## config.mk

```make
export PLATFORM = sky130hd
export DESIGN_NAME = fg_sprite_unit
export DESIGN_NICKNAME = d
export VERILOG_FILES = /design/src/rtl/fg_sprite_pkg.sv /design/src/rtl/fg_sprite_ctrl.sv /design/src/rtl/fg_sprite_datapath.sv /design/src/rtl/fg_sprite_unit.sv
export SDC_FILE = /design/constraint.sdc
export NUM_CORES = 1
export LEC_CHECK = 0
export ABC_AREA = 1
export BUFFER_PORTS_ARGS = -buffer_cell sky130_fd_sc_hd__buf_2
export CAP_MARGIN = 20
export CORE_ASPECT_RATIO = 0.7
export CORE_MARGIN = 10
export CORE_UTILIZATION = 50
export CTS_BUF_LIST = sky130_fd_sc_hd__clkbuf_4 sky130_fd_sc_hd__clkbuf_8 sky130_fd_sc_hd__clkbuf_16
export CTS_CLUSTER_DIAMETER = 120
export DETAILED_ROUTE_END_ITERATION = 6
export PLACE_DENSITY = 0.72
export SYNTH_ARGS = -nofsm -noshare
export SYNTH_HDL_FRONTEND = slang
export SYNTH_SLANG_ARGS = --single-unit
```

## constraint.sdc

```tcl
create_clock -name clk -period 8.73 [get_ports clk]
set_input_delay 1.746 -clock clk [delete_from_list [all_inputs] [get_ports clk]]
set_output_delay 1.746 -clock clk [all_outputs]
set_load 0.02 [all_outputs]
```

## src/rtl/fg_sprite_pkg.sv

```systemverilog
package fg_sprite_pkg;

  localparam int ATTR_W = 32;
  localparam int POSX_W = 9;
  localparam int POSY_W = 8;
  localparam int PAL_W  = 3;
  localparam int TILE_W = 10;

  // Attribute word layout, most significant field first.
  typedef struct packed {
    logic              hFlip;
    logic              vFlip;
    logic [POSX_W-1:0] posX;
    logic [POSY_W-1:0] posY;
    logic [PAL_W-1:0]  pal;
    logic [TILE_W-1:0] tile;
  } spriteAttr_t;

  // Strobes from control to datapath.
  typedef struct packed {
    logic cacheLoad;
    logic captureS1;
    logic captureS2;
    logic captureOut;
    logic useData;
  } fgStrobe_t;

endpackage

```

## src/rtl/fg_sprite_ctrl.sv

```systemverilog
module fg_sprite_ctrl
  import fg_sprite_pkg::*;
(
  input  logic      clk,
  input  logic      rstN,
  input  logic      vblank,
  input  logic      fetchEnable,
  input  logic      attrLoad,
  input  logic      pixelValid,
  input  logic      coverHit,
  output fgStrobe_t strobe,
  output logic      tileRdEn,
  output logic      outValid,
  output logic      hit
);

  logic s1Valid, s1Hit, s2Valid, s2Hit;

  always_ff @(posedge clk) begin
    if (!rstN) begin
      s1Valid  <= 1'b0;
      s1Hit    <= 1'b0;
      s2Valid  <= 1'b0;
      s2Hit    <= 1'b0;
      outValid <= 1'b0;
      hit      <= 1'b0;
    end else begin
      s1Valid  <= pixelValid;
      s1Hit    <= pixelValid & coverHit;
      s2Valid  <= s1Valid;
      s2Hit    <= s1Hit;
      outValid <= s2Valid;
      hit      <= s2Hit;
    end
  end

  always_comb begin
    strobe.cacheLoad  = attrLoad & vblank & fetchEnable;
    strobe.captureS1  = pixelValid;
    strobe.captureS2  = s1Valid;
    strobe.captureOut = s2Valid;
    strobe.useData    = s2Hit;
  end

  assign tileRdEn = s1Hit;

endmodule

```

## src/rtl/fg_sprite_datapath.sv

```systemverilog
module fg_sprite_datapath
  import fg_sprite_pkg::*;
#(
  parameter int TILE_DIM     = 16,
  parameter int POS_BIAS     = 16,
  parameter int PIX_BITS     = 3,
  parameter int PIX_PER_WORD = 5,
  parameter int ADDR_W       = 16,
  parameter int DATA_W       = 15
) (
  input  logic                clk,
  input  logic                rstN,
  input  fgStrobe_t           strobe,
  input  logic [ATTR_W-1:0]   attrWord,
  input  logic [POSX_W-1:0]   pixX,
  input  logic [POSY_W-1:0]   pixY,
  input  logic [DATA_W-1:0]   tileData,
  output logic                coverHit,
  output logic [ADDR_W-1:0]   tileAddr,
  output logic [PIX_BITS-1:0] colorIdx,
  output logic [PAL_W-1:0]    palIdx
);

  localparam int LOC_W          = $clog2(TILE_DIM);
  localparam int P_W            = 2 * LOC_W;
  localparam int WORDS_PER_TILE = (TILE_DIM * TILE_DIM + PIX_PER_WORD - 1) / PIX_PER_WORD;
  localparam int SLOT_W         = $clog2(PIX_PER_WORD);
  localparam int LANES          = 1 << SLOT_W;
  localparam int GX_W           = POSX_W + 2;
  localparam int GY_W           = POSY_W + 2;

  spriteAttr_t cacheQ;

  always_ff @(posedge clk) begin
    if (!rstN)                 cacheQ <= '0;
    else if (strobe.cacheLoad) cacheQ <= spriteAttr_t'(attrWord);
  end

  // Stage 1 geometry: local offset wraps to a large unsigned value when negative.
  logic [GX_W-1:0]   dx;
  logic [GY_W-1:0]   dy;
  logic              insideX, insideY;
  logic [LOC_W-1:0]  col, row;
  logic [P_W-1:0]    pixNum;
  logic [ADDR_W-1:0] pExt, wordOff, addrNext;
  logic [SLOT_W-1:0] slotNext;

  always_comb begin
    dx       = GX_W'(pixX) + GX_W'(POS_BIAS) - GX_W'(cacheQ.posX);
    dy       = GY_W'(pixY) + GY_W'(POS_BIAS) - GY_W'(cacheQ.posY);
    insideX  = dx < GX_W'(TILE_DIM);
    insideY  = dy < GY_W'(TILE_DIM);
    col      = cacheQ.hFlip ? LOC_W'(TILE_DIM - 1) - dx[LOC_W-1:0] : dx[LOC_W-1:0];
    row      = cacheQ.vFlip ? LOC_W'(TILE_DIM - 1) - dy[LOC_W-1:0] : dy[LOC_W-1:0];
    pixNum   = {row, col};
    pExt     = ADDR_W'(pixNum);
    wordOff  = pExt / ADDR_W'(PIX_PER_WORD);
    slotNext = SLOT_W'(pExt % ADDR_W'(PIX_PER_WORD));
    addrNext = ADDR_W'(cacheQ.tile) * ADDR_W'(WORDS_PER_TILE) + wordOff;
  end

  assign coverHit = insideX & insideY;

  logic [SLOT_W-1:0] s1Slot, s2Slot;
  logic [PAL_W-1:0]  s1Pal, s2Pal;

  always_ff @(posedge clk) begin
    if (!rstN) begin
      tileAddr <= '0;
      s1Slot   <= '0;
      s1Pal    <= '0;
    end else if (strobe.captureS1) begin
      tileAddr <= addrNext;
      s1Slot   <= slotNext;
      s1Pal    <= cacheQ.pal;
    end
  end

  always_ff @(posedge clk) begin
    if (!rstN) begin
      s2Slot <= '0;
      s2Pal  <= '0;
    end else if (strobe.captureS2) begin
      s2Slot <= s1Slot;
      s2Pal  <= s1Pal;
    end
  end

  // Stage 3: lane select from the returned word, padded to a power of two.
  logic [PIX_BITS-1:0] lane [LANES];

  for (genvar g = 0; g < LANES; g++) begin : gLane
    if (g < PIX_PER_WORD) begin : gReal
      assign lane[g] = tileData[g*PIX_BITS +: PIX_BITS];
    end else begin : gPad
      assign lane[g] = '0;
    end
  end

  always_ff @(posedge clk) begin
    if (!rstN) begin
      colorIdx <= '0;
      palIdx   <= '0;
    end else if (strobe.captureOut && strobe.useData) begin
      colorIdx <= lane[s2Slot];
      palIdx   <= s2Pal;
    end else begin
      colorIdx <= '0;
      palIdx   <= '0;
    end
  end

endmodule

```

## src/rtl/fg_sprite_unit.sv

```systemverilog
module fg_sprite_unit
  import fg_sprite_pkg::*;
#(
  parameter int TILE_DIM     = 16,
  parameter int POS_BIAS     = 16,
  parameter int PIX_BITS     = 3,
  parameter int PIX_PER_WORD = 5,
  parameter int ADDR_W       = 16,
  parameter int DATA_W       = 15
) (
  input  logic                clk,
  input  logic                rstN,
  input  logic                vblank,
  input  logic                fetchEnable,
  input  logic                attrLoad,
  input  logic [31:0]         attrWord,
  input  logic                pixelValid,
  input  logic [8:0]          pixX,
  input  logic [7:0]          pixY,
  output logic                tileRdEn,
  output logic [ADDR_W-1:0]   tileAddr,
  input  logic [DATA_W-1:0]   tileData,
  output logic                outValid,
  output logic                hit,
  output logic [PIX_BITS-1:0] colorIdx,
  output logic [2:0]          palIdx
);

  fgStrobe_t strobe;
  logic      coverHit;

  fg_sprite_ctrl u_ctrl (
    .clk         (clk),
    .rstN        (rstN),
    .vblank      (vblank),
    .fetchEnable (fetchEnable),
    .attrLoad    (attrLoad),
    .pixelValid  (pixelValid),
    .coverHit    (coverHit),
    .strobe      (strobe),
    .tileRdEn    (tileRdEn),
    .outValid    (outValid),
    .hit         (hit)
  );

  fg_sprite_datapath #(
    .TILE_DIM     (TILE_DIM),
    .POS_BIAS     (POS_BIAS),
    .PIX_BITS     (PIX_BITS),
    .PIX_PER_WORD (PIX_PER_WORD),
    .ADDR_W       (ADDR_W),
    .DATA_W       (DATA_W)
  ) u_dp (
    .clk      (clk),
    .rstN     (rstN),
    .strobe   (strobe),
    .attrWord (attrWord),
    .pixX     (pixX),
    .pixY     (pixY),
    .tileData (tileData),
    .coverHit (coverHit),
    .tileAddr (tileAddr),
    .colorIdx (colorIdx),
    .palIdx   (palIdx)
  );

endmodule

```

==> results of run 1 <==
## worst max-delay path: cells and delay by family
family,cells,cell delay [ns]
and+or+nand+nor,28,3.36
buffers and inverters,9,0.62
adders and majority gates,5,1.22
xor gates and xnor gates,2,0.50
AOI/OAI and AO/OA,2,0.41
## layout by cell type, fill, tap and decap left out, types with 2 or more instances in the layout
cell	synthesis	routed
o21bai_1	6	6
ha_1	53	53
nand2_1	153	153
o22ai_1	3	3
bufinv_16	0	2
nand3_4	5	5
clkinvlp_4	0	2
o21ai_0	79	79
nand4_1	18	18
buf_2	0	94
inv_2	4	4
a21oi_4	2	2
a31oi_1	2	2
nor2_2	5	5
inv_1	171	171
fa_1	10	10
nor3_1	4	4
or2_2	3	3
o211ai_1	3	3
clkinv_1	2	2
nand3_2	5	6
nor2_1	61	61
xnor2_1	14	14
dfxtp_1	72	72
nand2_2	13	13
buf_4	0	2
xor2_1	33	33
a21oi_1	75	75
and3_1	2	2
nand3_1	44	43
clkbuf_16	0	9
nand3b_1	3	3
nand2_4	4	4
nor2_4	3	3
## kinds of logic after synthesis
| logic type | count (synthesis) | synth area share |
|---|---|---|
| adder cells (fa/ha/maj) | 63 | 0.143 |
| flip-flops | 72 | 0.239 |
| buffers and inverters | 197 | 0.127 |
| AND/OR/NAND/NOR | 328 | 0.265 |
| AO/OA/AOI/OAI | 176 | 0.158 |
| XOR/XNOR | 47 | 0.0683 |
## how the worst max path moves through the flow
stage	end	startpoint	slack (ns)
after floorplan	u_dp.s1Slot[0]$_SDFFE_PN0P_	pixY[0]	1.69
after global placement	u_dp.s1Slot[0]$_SDFFE_PN0P_	pixY[0]	1.15
after detailed placement	u_dp.s1Slot[0]$_SDFFE_PN0P_	pixY[0]	0.84
after CTS	u_dp.s1Slot[0]$_SDFFE_PN0P_	pixY[0]	1.18
after global routing	u_dp.s1Slot[0]$_SDFFE_PN0P_	pixY[0]	0.47
final	u_dp.s1Slot[0]$_SDFFE_PN0P_	pixY[0]	1.12
## per-layer routing
layer / vias up / part of all wire / track usage
met5: - / 0 / 0
met4: 0 / 0.0089 / 0.0409
met3: 12 / 0.077 / 0.0469
met2: 154 / 0.39 / 0.233
met1: 2402 / 0.53 / 0.245
li1: 3002 / - / -
## layout make-up
cell class	instances	area, sq um
well taps	157	196
fillers	1126	4780
inverters	178	669
clock buffers	9	225
multi-input cells	614	3820
flip-flops and latches	72	1440
repair buffers	96	485
clock inverters	7	104
## flip-flops by register name (all words and copies together) (netlist names), 3 cells and up
signal,cells
u_dp.s1Pal,3
u_dp.colorIdx,3
u_dp.s2Slot,3
u_dp.s2Pal,3
u_dp.palIdx,3
u_dp.tileAddr,16
u_dp.s1Slot,3
u_dp.cacheQ,32
## power breakdown
part / total [mW] / switching, mW / internal (mW)
Combinational: 1.20 / 0.787 / 0.409
Clock: 0.410 / 0.157 / 0.254
Sequential: 0.366 / 0.0137 / 0.353
## stage by stage
step	area [sq um]	setup WS (ns)	total power, mW	std cells	utilization
6_report	6950	1.12	1.97	1133	0.592
5_1_grt	6950	0.474	2.16	1133	0.592
4_1_cts	6950	1.18	1.98	1133	0.592
3_5_place_dp	6620	0.843	1.56	1117	0.564
3_3_place_gp	6620	1.15	1.55	1117	0.564
2_1_floorplan	6030	1.69	1.35	883	-
==> key figures, run 1 <==
Timing
  – Final Max Tran Viols: 0
  – Worst-margin pin slew: roughly 0.60 ns
  – Final min period: between 7 and 8 ns
  – Final setup violation count: 0
  – Final TNS setup: 0 ns
  – Period utilisation layout: 0.871
  – WHS: approximately 0.43 ns
  – Fin. Hold Viols: 0
  – Max-slew headroom: 0.598
  – Setup Skew: approximately 0.0074 ns
  – Max Clk Rate: about 130 MHz
  – RSZ-0062 raised after global routing: no

Floorplan
  – Die X: roughly 150 microns
  – Die H: between 100 and 150 microns
  – Initial Util: 0.514
  – Total die area: 0.0169 sq mm
  – I/O Pins: 95
  – Core Region: between 0.01 and 0.015 sq mm
  – Row count: 33

Synth
  – Mapped Nets: roughly 1,000
  – EDFF count, synth: 0
  – Synthesized cell area: approximately 0.0060 sq mm
  – Yosys cell types: 44
  – Largest area contributor in the netlist: dfxtp_1
  – Post-synthesis register bit count: between 70 and 80
  – Main synth FF type: dfxtp_1
  – Cells after synthesis: approximately 900
  – Mean Syn Cell Area: about 6.8 sq um
  – Top-area cell type share of the netlist area: 0.239
  – Top cells by area, synth: dfxtp_1, ha_1, inv_1
  – Most frequent cell after synthesis: inv_1
  – FFs w/ async S/R, synth: 0
  – Commonest cells post-synth: inv_1, nand2_1, o21ai_0
  – Yosys Warn Count: 0
  – Sequential area share after synthesis: 0.239

Setup path
  – Reg2Reg Capture Point: u_dp.s1Slot[0]$_SDFFE_PN0P_
  – Cell repeated most along the worst path: nand2_1
  – Crit path largest cell delay: between 0.4 and 0.5 ns
  – Origin of the critical flop-to-flop path: u_dp.cacheQ[13]$_SDFFE_PN0P_
  – Critical path arrival: 7.89 ns
  – Crit Path Class: in2reg
  – Depth of the most critical reg-to-reg path: 44
  – Critical Path RT: 9.01 ns
  – Critical Path Fanout Max: 13
  – R2R Setup Slk: ~2.3 ns
  – Critical Path Slowest Stage Cell: fa_1
  – Worst Setup Start Kind: input pin
  – CP endpoint kind: flip-flop

Cells and area
  – Diode count: 0
  – Nets@finish: 1,104
  – Layout cells sized above 1: 0.166
  – Syn-to-layout area delta: 15.3%

Job
  – Max Cap Violations: 0

Global route
  – Global route overflow: 0
  – Total track usage: 0.168
  – Initial antenna violation count: 0
  – Vias in the first global route: 5,127
  – Pin count of the biggest net entering global routing: 65
  – First-pass GRT wire length: 23.9 mm

Drt
  – Routed Antenna Nets: 0
  – Via/cell ratio: 4.92
  – WL/cell: 12.6 microns
  – Detailed Routing Iterations Pass 1: 5
  – Detailed router's first-iteration violation count: 333
  – Final WL: roughly 14 mm
  – Vias: 5,570
  – # DRC: 0

Clock network
  – Clock sink count: 72
  – Clock slew at reported path FFs: roughly 0.06 ns
  – Clk_lat worst skew: 0.34 ns
  – Cts hold-fix bufs: 0
  – CTS Buf Count: 9
  – Root Driver: clkbuf_16
  – Total setup buffers inserted after CTS: 0
  – CTS tree: built
  – H-tree depth: 3
  – Post-cts resize count: 0
  – CTS max path bufs: 2

Min path
  – Path category of the worst min-delay check: reg2reg
  – Min-Delay Endpoint: u_ctrl.outValid$_SDFF_PN0_
  – Hold path depth: 2
  – Hold path start: u_ctrl.s2Valid$_SDFF_PN0_

Power and ir drop
  – PD cells: 284 mW/mm^2
  – Leak: roughly 3.7 nW
  – Max IR drop VDD: about 0.17 mV

Place
  – Port bufs: between 90 and 100
  – Final HPWL from detailed placement: approximately 12 mm
  – GPL Wtd Cong: just over 0.9

Outcome
  – Status: complete, no violations
No activity file was read; power rests on OpenSTA's default activity.
==> inputs of run 2 (changes only) <==
--- a/config.mk
+++ b/config.mk
@@ -11,7 +11,7 @@
 export CORE_ASPECT_RATIO = 0.7
 export CORE_MARGIN = 10
 export CORE_UTILIZATION = 50
-export CTS_BUF_LIST = sky130_fd_sc_hd__clkbuf_4 sky130_fd_sc_hd__clkbuf_8 sky130_fd_sc_hd__clkbuf_16
+export CTS_BUF_LIST = sky130_fd_sc_hd__clkbuf_4 sky130_fd_sc_hd__clkbuf_8
 export CTS_CLUSTER_DIAMETER = 120
 export DETAILED_ROUTE_END_ITERATION = 6
 export PLACE_DENSITY = 0.72
==> run 2 against run 1 <==
Effect of this change: utilization decreased by 0.86 points; register-to-register slack about the same; sequential cell count is the same; critical path type unchanged.
==> key figures, run 2 (same netlist as run 1, synthesis figures left out) <==
Place
  – DP Worst Slack: ~0.84 ns
  – Dpl cells: 1,117
  – Port bufs: 94
  – GPL Wtd Cong: slightly above 0.9
  – Final HPWL from detailed placement: 11.6 mm

Clock network
  – CTS tree: built
  – Clock slew at reported path FFs: around 0.080 ns
  – Total setup buffers inserted after CTS: 0
  – Clk_lat worst skew: around 0.35 ns
  – Root Driver: clkbuf_8
  – H-tree depth: 3
  – CTS Buf Count: 9
  – Cts hold-fix bufs: 0
  – CTS max path bufs: 2
  – Clock sink count: 72
  – Post-cts resize count: 0

Timing
  – PnR worst setup slack: between 1 and 1.5 ns
  – Fin. Hold Viols: 0
  – Period utilisation layout: 0.868
  – Max Clk Rate: around 130 MHz
  – Max-slew headroom: 0.598
  – Final Max Tran Viols: 0
  – Setup Skew: approximately 0.0073 ns
  – Final setup violation count: 0
  – Final min period: roughly 7.6 ns
  – RSZ-0062 raised after global routing: no
  – Worst-margin pin slew: ~0.6 ns
  – Final TNS setup: 0 ns

Outcome
  – Status: complete, no violations

Setup path
  – Critical Path Slowest Stage Cell: fa_1
  – Depth of the most critical reg-to-reg path: approximately 40
  – Critical path arrival: approximately 7.9 ns
  – Critical Path Fanout Max: 13
  – CP endpoint kind: flip-flop
  – Crit path largest cell delay: 0.49 ns
  – Worst Setup Start Kind: input pin
  – Cell repeated most along the worst path: nand2_1
  – Critical Path RT: between 9 and 10 ns
  – Crit Path Class: in2reg

Drt
  – WL/cell: about 12 microns
  – Final WL: 14.1 mm
  – Detailed Routing Iterations Pass 1: 5
  – Via/cell ratio: about 4.9
  – # DRC: 0
  – Detailed router's first-iteration violation count: between 300 and 400
  – Vias: 5,555
  – Routed Antenna Nets: 0

Cells and area
  – Commonest non-fill, non-tap cell in the layout: inv_1
  – Top reg by flops: u_dp.cacheQ
  – Nets@finish: between 1,000 and 1,500
  – Max FFs per register: 32
  – End-of-flow core utilization: 0.584
  – Syn-to-layout area delta: 13.6%
  – Regs by FF count: u_dp.cacheQ x32, u_dp.tileAddr x16
  – Most frequent cells in the layout: inv_1, nand2_1, buf_2, o21ai_0, a21oi_1
  – Fillers: between 1,000 and 1,500
  – Area of the multi-input gates: around 0.0038 sq mm
  – Register Area: 0.00144 sq mm
  – Diode count: 0
  – Layout Cells excl Fill: between 1,000 and 1,500
  – Layout cells sized above 1: 0.166

Global route
  – Total track usage: 0.165
  – Global routing's busiest layer: met1
  – Vias in the first global route: about 5,100
  – Pin count of the biggest net entering global routing: 65
  – Met2 Track Usage GR: 0.230
  – GRT met1 Usage: 0.245
  – Met3 Resource Use GR: 0.0477
  – Initial antenna violation count: 0
  – First-pass GRT wire length: ~24 mm
  – Global route overflow: 0

Power and ir drop
  – Logic pwr share: 0.640
  – Sequential share of power: 0.196
  – Sw frac: 0.504
  – Internal power: between 0.9 and 1 mW
  – Clock Power Share: 0.164
  – Leak: between 3 and 4 nW
  – Sw Pwr: between 0.9 and 1 mW
  – Max IR drop VDD: between 0.15 and 0.2 mV
  – PD cells: between 200 and 300 mW/mm^2

Floorplan
  – Die H: ~110 microns
  – Row count: 33
  – I/O Pins: 95
  – Total die area: roughly 0.017 sq mm
  – Core Region: approximately 0.012 sq mm
  – Die X: approximately 150 microns
  – Initial Util: 0.514

Job
  – Max Cap Violations: 0

Min path
  – Path category of the worst min-delay check: reg2reg
  – Hold path depth: 2
-- run 2: changes by cell type in the layout (fill, tap and decap cells not counted) --
cell,previous run,this run
clkbuf_16,9,0
clkbuf_8,0,9
-- run 2: worst max-delay path, delay by kind of cell --
kind	cells	cell delay [ns]
simple gates	25	3.13
compound gates	2	0.41
buf+inv	9	0.60
fa+ha+maj	5	1.30
xor+xnor	2	0.65
-- run 2: worst paths after layout --
kind	start	end	slack (ns)
worst max register to register	u_dp.cacheQ[13]$_SDFFE_PN0P_	u_dp.s1Slot[0]$_SDFFE_PN0P_	2.34
worst min-delay path	u_ctrl.s2Valid$_SDFF_PN0_	u_ctrl.outValid$_SDFF_PN0_	0.43
worst max-delay path	pixY[0]	u_dp.s1Slot[0]$_SDFFE_PN0P_	1.15
worst min register to register	u_ctrl.s2Valid$_SDFF_PN0_	u_ctrl.outValid$_SDFF_PN0_	0.43
-- run 2: per-layer routing --
| metal | wire [microns] | part of all wire |
|---|---|---|
| met5 | 0 | 0 |
| met3 | 998 | 0.071 |
| met2 | 5440 | 0.39 |
| met4 | 78 | 0.0055 |
| met1 | 7600 | 0.54 |
-- run 2: area by class of cell --
type                            count  area share
Multi-Input combinational cell    614       0.559
Sequential cell                    72       0.211
Inverter                          178      0.0978
Timing Repair Buffer               96      0.0709
Tap cell                          157      0.0287
Clock buffer                        9      0.0181
Clock inverter                      7      0.0152
-- run 2: power by group through the flow --
stage	registers, mW	clock network [mW]	logic [mW]
final	0.366	0.306	1.19
after global routing	0.369	0.326	1.36
after floorplan	0.381	0	0.964
after CTS	0.366	0.314	1.19
after detailed placement	0.374	0	1.19
after global placement	0.373	0	1.18
-- run 2: metrics by stage --
step / hold slack [ns] / power, mW / instance area [sq um]
3_5_place_dp: 0.419 / 1.56 / 6620
2_1_floorplan: 0.404 / 1.35 / 6030
3_3_place_gp: 0.411 / 1.55 / 6620
5_1_grt: 0.439 / 2.05 / 6840
4_1_cts: 0.430 / 1.87 / 6840
6_report: 0.428 / 1.87 / 6840
==> inputs of run 3 (changes only) <==
--- a/config.mk
+++ b/config.mk
@@ -17,4 +17,5 @@
 export PLACE_DENSITY = 0.72
 export SYNTH_ARGS = -nofsm -noshare
 export SYNTH_HDL_FRONTEND = slang
+export SYNTH_HIERARCHICAL = 1
 export SYNTH_SLANG_ARGS = --single-unit
==> run 3 against run 2 <==
Effect of this change: fmax up 4.0%; critical endpoint is now u_dp/s1Slot[1]$_SDFFE_PN0P_; clock power down 17%; sequential power up 1%; via count down 13%; global-route usage down 1.2 points; sequential cell count unchanged; largest power group unchanged; worst setup slack better by 0.29 ns; wire length down 14%; utilization down 0.27 points; sequential share of layout area up 1.4 points; die area down 4.8%; synthesized cell count down 11%.
==> key figures, run 3 <==
Clock network
  – Post-cts resize count: 0
  – Total setup buffers inserted after CTS: 0
  – CTS tree: built
  – H-tree depth: 3
  – Clock sink count: 72
  – Clock slew at reported path FFs: around 0.09 ns
  – Cts hold-fix bufs: 0
  – CTS max path bufs: 2
  – Clk_lat worst skew: about 0.36 ns
  – Root Driver: clkbuf_8
  – CTS Buf Count: 9

Timing
  – Final TNS setup: 0 ns
  – PnR worst setup slack: ~1.4 ns
  – Final min period: 7.29 ns
  – Final Max Tran Viols: 0
  – WHS: ~0.43 ns
  – Final setup violation count: 0
  – Fin. Hold Viols: 0
  – Max-slew headroom: 0.359
  – Setup Skew: 0.00956 ns
  – RSZ-0062 raised after global routing: no
  – Worst-margin pin slew: around 0.96 ns
  – Max Clk Rate: between 100 and 150 MHz
  – Period utilisation layout: 0.835

Setup path
  – Critical Path Slowest Stage Cell: fa_1
  – CP endpoint kind: flip-flop
  – R2R Setup Slk: about 2.6 ns
  – Crit Path Class: in2reg
  – Critical Path RT: 9.01 ns
  – Cell repeated most along the worst path: nand2_1
  – Critical path arrival: ~7.6 ns
  – Reg2Reg Capture Point: u_dp/s1Slot[1]$_SDFFE_PN0P_
  – Origin of the critical flop-to-flop path: u_dp/cacheQ[14]$_SDFFE_PN0P_
  – Critical Path Fanout Max: 10
  – Crit path largest cell delay: approximately 0.41 ns
  – Worst Setup Start Kind: input pin
  – Depth of the most critical reg-to-reg path: 43
  – Crit path to: u_dp/s1Slot[1]$_SDFFE_PN0P_
  – Setup crit start: pixY[1]

Global route
  – GRT met1 Usage: 0.209
  – Met2 Track Usage GR: 0.237
  – Initial antenna violation count: 0
  – Total track usage: 0.153
  – Vias in the first global route: 4,525
  – Met3 Resource Use GR: 0.0331
  – Global routing's busiest layer: met2
  – First-pass GRT wire length: 20.8 mm
  – Pin count of the biggest net entering global routing: 57
  – Global route overflow: 0

Synth
  – Most frequent cell after synthesis: inv_1
  – Post-synthesis compound-gate area fraction: 0.140
  – Commonest cells post-synth: inv_1, nand2_1, nor2_1
  – Post-synthesis register bit count: 72
  – EDFF count, synth: 0
  – Mean Syn Cell Area: 7.22 sq um
  – Top-area cell type share of the netlist area: 0.254
  – Post-Synth Simple-Gate Area: 0.236
  – FFs w/ async S/R, synth: 0
  – Top cells by area, synth: dfxtp_1, ha_1, inv_1
  – Cells after synthesis: slightly below 800
  – Synthesized cell area: approximately 0.0057 sq mm
  – Mux contribution to synthesized area: 0
  – Main synth FF type: dfxtp_1
  – Yosys Warn Count: 6
  – Sequential area share after synthesis: 0.254
  – Yosys cell types: 45
  – Fraction of synthesized cell area in xor and xnor cells: 0.0663
  – Largest area contributor in the netlist: dfxtp_1
  – Synth Area in Adders: 0.185
  – Mapped Nets: roughly 930
  – Largest family of logic cells by synthesized area: simple AND/OR/NAND/NOR gates

Drt
  – Vias: approximately 4,800
  – Detailed Routing Iterations Pass 1: 4
  – WL/cell: 11.8 microns
  – Final WL: approximately 12 mm
  – # DRC: 0
  – Detailed router's first-iteration violation count: around 290
  – Routed Antenna Nets: 0
  – Via/cell ratio: around 4.7

Power and ir drop
  – Max IR drop VDD: 0.205 mV
  – Leak: roughly 3.4 nW
  – PD cells: 292 mW/mm^2
  – Tot Pwr: around 1.9 mW

Place
  – DP Worst Slack: 1.11 ns
  – GPL Wtd Cong: 0.838
  – Port bufs: 94
  – Final HPWL from detailed placement: 9.71 mm

Cells and area
  – End-of-flow core utilization: 0.581
  – Diode count: 0
  – Nets@finish: a little over 1,000
  – Max FFs per register: 32
  – Top reg by flops: u_dp/cacheQ
  – Commonest non-fill, non-tap cell in the layout: inv_1
  – Layout cells sized above 1: 0.186
  – Syn-to-layout area delta: 13.0%
  – Most frequent cells in the layout: inv_1, buf_2, nand2_1, nor2_1, dfxtp_1
  – Regs by FF count: u_dp/cacheQ x32, u_dp/tileAddr x16

Floorplan
  – Die H: between 100 and 150 microns
  – Initial Util: 0.514
  – Core Region: between 0.01 and 0.015 sq mm
  – Row count: 32
  – Total die area: between 0.015 and 0.02 sq mm
  – Die X: around 150 microns
  – I/O Pins: 95

Outcome
  – Status: complete, no violations

Min path
  – Path category of the worst min-delay check: reg2reg
  – Hold path start: u_ctrl/tileRdEn$_SDFF_PN0_

Job
  – Max Cap Violations: 0
[run 3: per-stage QoR]
step,cells,instance area (sq um)
2_1_floorplan,787,5680
3_3_place_gp,1011,6230
3_5_place_dp,1011,6230
4_1_cts,1027,6420
5_1_grt,1027,6420
6_report,1027,6420
[run 3: worst min path at each step]
stage | end | slack, ns | cells past startpoint
after global routing | u_ctrl/hit$_SDFF_PN0_ | 0.46 | 2
after floorplan | u_ctrl/outValid$_SDFF_PN0_ | 0.41 | 2
after global placement | u_ctrl/hit$_SDFF_PN0_ | 0.42 | 2
final | u_ctrl/s2Hit$_SDFF_PN0_ | 0.43 | 2
after CTS | u_ctrl/s2Hit$_SDFF_PN0_ | 0.43 | 2
after detailed placement | u_ctrl/hit$_SDFF_PN0_ | 0.42 | 2
[run 3: power breakdown]
group	internal (mW)	switching (mW)
Clock	0.109	0.145
Sequential	0.355	0.0153
Combinational	0.424	0.827
Total	0.888	0.988
[run 3: kinds of logic (layout without fill, tap and decap cells)]
group	count (synthesis)	after routing
AO/OA/AOI/OAI	146	146
adder cells (fa/ha/maj)	77	77
XOR/XNOR	43	43
flip-flops	72	72
buffers and inverters	173	260
AND/OR/NAND/NOR	276	276
[run 3: worst max-delay path, delay by kind of cell]
kind                     cells  cell delay, ns
adder cells (fa/ha/maj)      6            1.59
AND/OR/NAND/NOR             27            3.28
XOR/XNOR                     1            0.27
AO/OA/AOI/OAI                2            0.22
buffers and inverters        7            0.47
[run 3: per-layer routing]
metal,wire length [microns],vias up,part of all wire
li1,-,2682,-
met1,6400,2089,0.53
met2,5120,70,0.42
met3,549,7,0.045
met4,71,0,0.0058
met5,0,-,0
[run 3: area by class of cell]
class / instances / area (sq um)
timing repair buffer: 94 / 470
clock inverter: 7 / 62.6
fill: 1085 / 4630
inverter: 150 / 564
multi-input combinational: 542 / 3570
clock buffer: 9 / 124
sequential: 72 / 1440
tap: 153 / 191
